File: src/rtl/scan_irq_pkg.sv
package scan_irq_pkg;

  // Register-write target selected by wrSel.
  typedef enum logic [2:0] {
    SEL_LATCH = 3'd0,
    SEL_LO    = 3'd1,
    SEL_HI    = 3'd2,
    SEL_CTRL  = 3'd3,
    SEL_ACK   = 3'd4
  } regSel_e;

  // Strobes from the control module to the datapath.
  typedef struct packed {
    logic latchAll;
    logic latchLo;
    logic latchHi;
    logic reload;
    logic clearPend;
    logic stepCount;
  } strobe_t;

endpackage

File: src/rtl/scan_irq_ctrl.sv
module scan_irq_ctrl
  import scan_irq_pkg::*;
#(
  parameter int DATA_W   = 8,
  parameter int PRE_INIT = 341,
  parameter int PRE_STEP = 3,
  parameter int PRE_W    = 11
) (
  input  logic                     clk,
  input  logic                     rst,
  input  logic                     tickEn,
  input  logic                     wrEn,
  input  logic [2:0]               wrSel,
  input  logic [DATA_W-1:0]        wrData,
  output strobe_t                  strb,
  output logic                     enabled,
  output logic                     cycleMode,
  output logic                     ackEnable,
  output logic signed [PRE_W-1:0]  prescale
);

  localparam logic signed [PRE_W-1:0] INIT_S = PRE_W'(PRE_INIT);
  localparam logic signed [PRE_W-1:0] STEP_S = PRE_W'(PRE_STEP);

  logic signed [PRE_W-1:0] preNext;
  logic tickLive;
  logic ctrlWr;
  logic ackWr;

  assign ctrlWr   = wrEn && (wrSel == SEL_CTRL);
  assign ackWr    = wrEn && (wrSel == SEL_ACK);
  // A write cycle takes priority over a tick in the same cycle.
  assign tickLive = tickEn && enabled && !wrEn;
  assign preNext  = prescale - STEP_S;

  always_comb begin
    strb           = '0;
    strb.latchAll  = wrEn && (wrSel == SEL_LATCH);
    strb.latchLo   = wrEn && (wrSel == SEL_LO);
    strb.latchHi   = wrEn && (wrSel == SEL_HI);
    strb.reload    = ctrlWr && wrData[1];
    strb.clearPend = ctrlWr || ackWr;
    strb.stepCount = tickLive && (cycleMode || (preNext <= 0));
  end

  always_ff @(posedge clk) begin
    if (rst) begin
      enabled   <= 1'b0;
      cycleMode <= 1'b0;
      ackEnable <= 1'b0;
      prescale  <= '0;
    end else if (ctrlWr) begin
      cycleMode <= wrData[2];
      enabled   <= wrData[1];
      ackEnable <= wrData[0];
      prescale  <= INIT_S;
    end else if (ackWr) begin
      enabled <= ackEnable;
    end else if (tickLive && !cycleMode) begin
      prescale <= (preNext <= 0) ? preNext + INIT_S : preNext;
    end
  end

  AST_PRE_BOUNDS: assert property (@(posedge clk) disable iff (rst)
    (prescale >= 0) && (prescale <= INIT_S)) else $error("prescaler out of range");

  AST_CTRL_PRELOAD: assert property (@(posedge clk) disable iff (rst)
    ctrlWr |=> (prescale == INIT_S)) else $error("prescaler not preloaded");

  AST_OFF_HOLDS_PRE: assert property (@(posedge clk) disable iff (rst)
    (!enabled && !wrEn) |=> $stable(prescale)) else $error("prescaler moved while off");

endmodule

File: src/rtl/scan_irq_datapath.sv
module scan_irq_datapath
  import scan_irq_pkg::*;
#(
  parameter int CNT_W = 8
) (
  input  logic             clk,
  input  logic             rst,
  input  logic [CNT_W-1:0] wrData,
  input  strobe_t          strb,
  output logic [CNT_W-1:0] latch,
  output logic [CNT_W-1:0] count,
  output logic             pending
);

  localparam int HALF = CNT_W / 2;

  always_ff @(posedge clk) begin
    if (rst) begin
      latch <= '0;
    end else if (strb.latchAll) begin
      latch <= wrData;
    end else if (strb.latchLo) begin
      latch[HALF-1:0] <= wrData[HALF-1:0];
    end else if (strb.latchHi) begin
      latch[CNT_W-1:HALF] <= wrData[HALF-1:0];
    end
  end

  always_ff @(posedge clk) begin
    if (rst) begin
      count   <= '0;
      pending <= 1'b0;
    end else begin
      if (strb.clearPend) pending <= 1'b0;
      if (strb.reload) begin
        count <= latch;
      end else if (strb.stepCount) begin
        if (count == '1) begin
          count   <= latch;
          pending <= 1'b1;
        end else begin
          count <= count + 1'b1;
        end
      end
    end
  end

  AST_COUNT_HOLD: assert property (@(posedge clk) disable iff (rst)
    !(strb.reload || strb.stepCount) |=> $stable(count)) else $error("counter moved");

  AST_WRAP_RELOAD: assert property (@(posedge clk) disable iff (rst)
    (strb.stepCount && !strb.reload && count == '1) |=> (count == $past(latch)) && pending)
    else $error("wrap reload wrong");

  AST_PEND_STICKY: assert property (@(posedge clk) disable iff (rst)
    (pending && !strb.clearPend) |=> pending) else $error("pending dropped");

endmodule

File: src/rtl/scan_irq_timer.sv
module scan_irq_timer
  import scan_irq_pkg::*;
#(
  parameter int CNT_W    = 8,
  parameter int PRE_INIT = 341,
  parameter int PRE_STEP = 3,
  parameter int PRE_W    = $clog2(PRE_INIT + 1) + 2
) (
  input  logic                    clk,
  input  logic                    rst,
  input  logic                    tickEn,
  input  logic                    wrEn,
  input  logic [2:0]              wrSel,
  input  logic [CNT_W-1:0]        wrData,
  output logic                    irqOut,
  output logic [CNT_W-1:0]        latchOut,
  output logic [CNT_W-1:0]        countOut,
  output logic                    enabledOut,
  output logic                    cycleModeOut,
  output logic                    ackEnableOut,
  output logic signed [PRE_W-1:0] prescaleOut
);

  strobe_t strb;

  scan_irq_ctrl #(
    .DATA_W(CNT_W), .PRE_INIT(PRE_INIT), .PRE_STEP(PRE_STEP), .PRE_W(PRE_W)
  ) uCtrl (
    .clk(clk), .rst(rst), .tickEn(tickEn), .wrEn(wrEn), .wrSel(wrSel),
    .wrData(wrData), .strb(strb), .enabled(enabledOut),
    .cycleMode(cycleModeOut), .ackEnable(ackEnableOut), .prescale(prescaleOut)
  );

  scan_irq_datapath #(.CNT_W(CNT_W)) uData (
    .clk(clk), .rst(rst), .wrData(wrData), .strb(strb),
    .latch(latchOut), .count(countOut), .pending(irqOut)
  );

  AST_ACK_EFFECT: assert property (@(posedge clk) disable iff (rst)
    (wrEn && wrSel == SEL_ACK) |=> (enabledOut == $past(ackEnableOut)) && !irqOut)
    else $error("acknowledge effect wrong");

endmodule

File: config.mk
export PLATFORM = sky130hd
export DESIGN_NAME = scan_irq_timer
export DESIGN_NICKNAME = d
export VERILOG_FILES = /design/src/rtl/scan_irq_pkg.sv /design/src/rtl/scan_irq_ctrl.sv /design/src/rtl/scan_irq_datapath.sv /design/src/rtl/scan_irq_timer.sv
export SDC_FILE = /design/constraint.sdc
export NUM_CORES = 1
export LEC_CHECK = 0
export ABC_CLOCK_PERIOD_IN_PS = 5550
export CAP_MARGIN = 15
export CORE_MARGIN = 4
export CORE_UTILIZATION = 30
export CTS_BUF_LIST = sky130_fd_sc_hd__clkbuf_4
export CTS_CLUSTER_SIZE = 20
export DETAILED_ROUTE_END_ITERATION = 16
export HOLD_SLACK_MARGIN = 0.12
export SYNTH_ARGS = -nofsm -noshare
export SYNTH_HDL_FRONTEND = slang
export SYNTH_SLANG_ARGS = --single-unit
File: constraint.sdc
create_clock -name clk -period 5.55 [get_ports clk]
set_clock_uncertainty 0.2 [all_clocks]
set_input_delay 1.11 -clock clk [delete_from_list [all_inputs] [get_ports clk]]
set_output_delay 1.11 -clock clk [all_outputs]
set_load 0.03 [all_outputs]
==> flow_metrics.tcl <==
set metrics [dict create \
    status "completed" \
    final.setup.tns_ns 0 \
    synth-edff-count 0 \
    hold_viol 0 \
    dp_cells 404 \
    h-tree-depth 2 \
    critPathLaunchType "input pin" \
    finalWirelength_um 5990 \
    yosys_register_bits 31 \
    insertedDiodeCount 0 \
    fin_crit_ns 3.62 \
    areaGrowthSynthToFinish_pct 26.8 \
    fin_cells 412 \
    grt_usage_pct 13.9 \
    nFillCells 709 \
    drt_iter0_markers 199 \
    grt-ovfl-total 0 \
    grt_max_degree 31 \
    fp.dieH_um 92.0 \
    hold_path_class "reg2reg" \
    path_clk_slew_ns 0.10 \
    end_kind "flip-flop" \
    total_power_uw 490 \
    rows 30 \
    grt_pass1_vias 1899 \
    grt_setup_unrepaired "no" \
    place_congestion 0.778 \
    ant_nets 0 \
    cts_resized 0 \
    vias 2184 \
    root_buffer "clkbuf_4" \
    hold_buffers 0 \
    placed_area_mm2 0.00263 \
    required_ns 5.58 \
    io_buffer_count 45 \
    drc 0 \
    io_pins 46 \
    final_max_slew_viol_count 0 \
    ir_drop_mv 0.120 \
    fin_nets 333 \
    grt_antenna_before_repair 0 \
    core_mm2 0.00683 \
    crit_chain "clkdlybuf4s50_1 -> and4b_1 -> nand2_1 -> o21ai_0 -> nor3b_1 -> a21oi_1 -> nor2_1 -> a32o_1" \
    crit_type "in2reg" \
    fmax_ghz 0.276 \
    synthDistinctLibCells 55 \
    syn_area_mm2 0.00212 \
    leakage_uw 0.000924 \
    critPathBufInv 1 \
    firstDrtPassIters 5 \
    synthArstFlopShare_pct 0 \
    slowest_stage "clkdlybuf4s50_1" \
    synth_warnings 0 \
    slowest_delay_ns 0.71 \
    cts_tree "built" \
    worstMarginPinSlew_ns 1.05 \
    multi_input_area_mm2 0.00142 \
    hpwlAfterDp_um 4430 \
    syn_avg_cell_area_um2 7.62 \
    fin_area_mm2 0.00269 \
    die-area_mm2 0.00847 \
    ys_seq_area_share_pct 29.3 \
    clockBufferDepth 2 \
    postSynthCellCount 278 \
    finalCritPeriodShare_pct 65.2 \
    grt_pass1_wl_um 9510 \
    cp_top_family "simple AND/OR/NAND/NOR gates" \
    cts_buffers 5 \
    viasPerCell 5.30 \
    p_per_area_mw_per_mm2 183 \
    yosys_most_used_dff "dfxtp_1" \
    setup_viol 0 \
    seq_area_um2 621 \
    crit_arrival_ns 3.65 \
    drive_gt1_share_pct 5.38 \
    synth_nets 296 \
    slew_headroom_pct 29.1 \
    cts_setup_buffers 0 \
    dieWidth_um 92.0 \
    cts.sinks 31 \
    clkLatencyLatePin_ns 0.33 \
    max-cap-violations 0 \
    start_util_pct 31.0 \
    path_max_fanout 12 \
    reg2reg_slack_ns 2.33 \
    routedWlPerCell_um 14.5 \
    holdWs_ns 0.279 \
]
synthesized netlist by cell type (2+ instances only):
master    instances  share of area [%]
a211o_1           2               0.83
a211oi_1          7                2.5
a21oi_1          19                4.5
a221oi_1          3                1.2
a311oi_1          4                1.7
a32o_1            4                1.9
and2_1            2               0.59
and3_1            4                1.2
and4b_1           2               0.95
buf_2             2               0.47
clkbuf_1         13                2.3
dfxtp_1          31                 29
ha_1              3                1.8
inv_1             3               0.53
mux2i_1           9                4.3
nand2_1          32                5.7
nand2b_1          3               0.89
nand3_1          12                2.8
nor2_1           30                5.3
nor2b_1           3               0.89
nor3_1           12                2.8
nor3b_1           2               0.71
nor4_1            3               0.89
o211ai_1          2               0.71
o21a_1            3                1.1
o21ai_0          19                4.5
o31ai_1           5                1.8
or2_2             3               0.89
or3_1             4                1.2
or4_1             2               0.71
or4_4             2                1.1
xnor2_1           6                2.5
xor2_1            5                2.1
area by class of cell:
type | count | share of cell area (%)
Multi-Input combinational cell | 228 | 53.0
Sequential cell | 31 | 23.1
Timing Repair Buffer | 46 | 17.0
Tap cell | 96 | 4.47
Clock buffer | 6 | 1.68
Inverter | 3 | 0.419
Clock inverter | 2 | 0.279
cells in the final DEF (no fill, tap or decap), types with 2 or more instances in the layout:
cell	netlist	routed
and2_1	2	2
o21ai_0	19	19
nand2b_1	3	3
or4_4	2	2
a32o_1	4	4
nor2b_1	3	3
or3_1	4	4
nand2_1	32	32
a211oi_1	7	7
clkinv_1	0	2
or4_1	2	2
nor3b_1	2	2
xnor2_1	6	6
inv_1	3	3
a221oi_1	3	3
o21a_1	3	3
xor2_1	5	5
or2_2	3	3
ha_1	3	3
a311oi_1	4	4
and4b_1	2	2
clkdlybuf4s50_1	0	45
mux2i_1	9	9
clkbuf_4	0	6
o211ai_1	2	2
nand3_1	12	12
and3_1	4	4
o31ai_1	5	5
nor2_1	30	30
a211o_1	2	2
nor3_1	12	12
nor4_1	3	3
a21oi_1	19	19
dfxtp_1	31	31
power breakdown:
group | total, uW | switching (uW) | internal, uW
Sequential | 240 | 11.6 | 228
Clock | 126 | 74.1 | 51.7
Combinational | 124 | 71.7 | 52.8
Total | 490 | 157 | 333
stage by stage:
stage | utilization (%) | setup WS [ns]
2_1_floorplan | - | 2.53
3_3_place_gp | 38.6 | 1.73
3_5_place_dp | 38.6 | 1.62
4_1_cts | 39.3 | 1.96
5_1_grt | 39.3 | 1.79
6_report | 39.3 | 1.93
sequential cells by signal (all words and copies together), names as in the netlist:
signal,cells
uData.latch,8
uCtrl.ackEnable,1
uCtrl.enabled,1
uData.pending,1
uCtrl.prescale,11
uCtrl.cycleMode,1
uData.count,8
layer usage:
layer / track usage, % / vias to the layer above / wire, um
li1: - / 1114 / -
met1: 20.1 / 990 / 2930
met2: 19.8 / 76 / 2680
met3: 4.02 / 4 / 347
met4: 3.84 / 0 / 36
met5: 0 / - / 0
cells by family (layout without fill, tap and decap cells):
group | after synthesis | in the layout | synth area share, %
multiplexers | 9 | 9 | 4.25
AO/OA/AOI/OAI | 81 | 81 | 27.1
AND/OR/NAND/NOR | 124 | 124 | 29.5
buffers and inverters | 19 | 57 | 3.48
flip-flops | 31 | 31 | 29.3
adder cells (fa/ha/maj) | 3 | 3 | 1.77
XOR/XNOR | 11 | 11 | 4.55
worst min-delay path, delay by kind of cell (launching register included):
| kind | cells | cell delay, ns |
|---|---|---|
| simple gates | 1 | 0.06 |
| flops | 1 | 0.33 |
| compound gates | 1 | 0.05 |
final timing paths:
| path | from | to | cells past startpoint |
|---|---|---|---|
| max | wrSel[1] | uData.count[2] | 8 |
| min | uCtrl.ackEnable | uCtrl.ackEnable | 2 |
| max reg2reg | uCtrl.prescale[0] | uCtrl.prescale[2] | 7 |
| min reg2reg | uCtrl.ackEnable | uCtrl.ackEnable | 2 |
(Power assumes the default switching activity.)
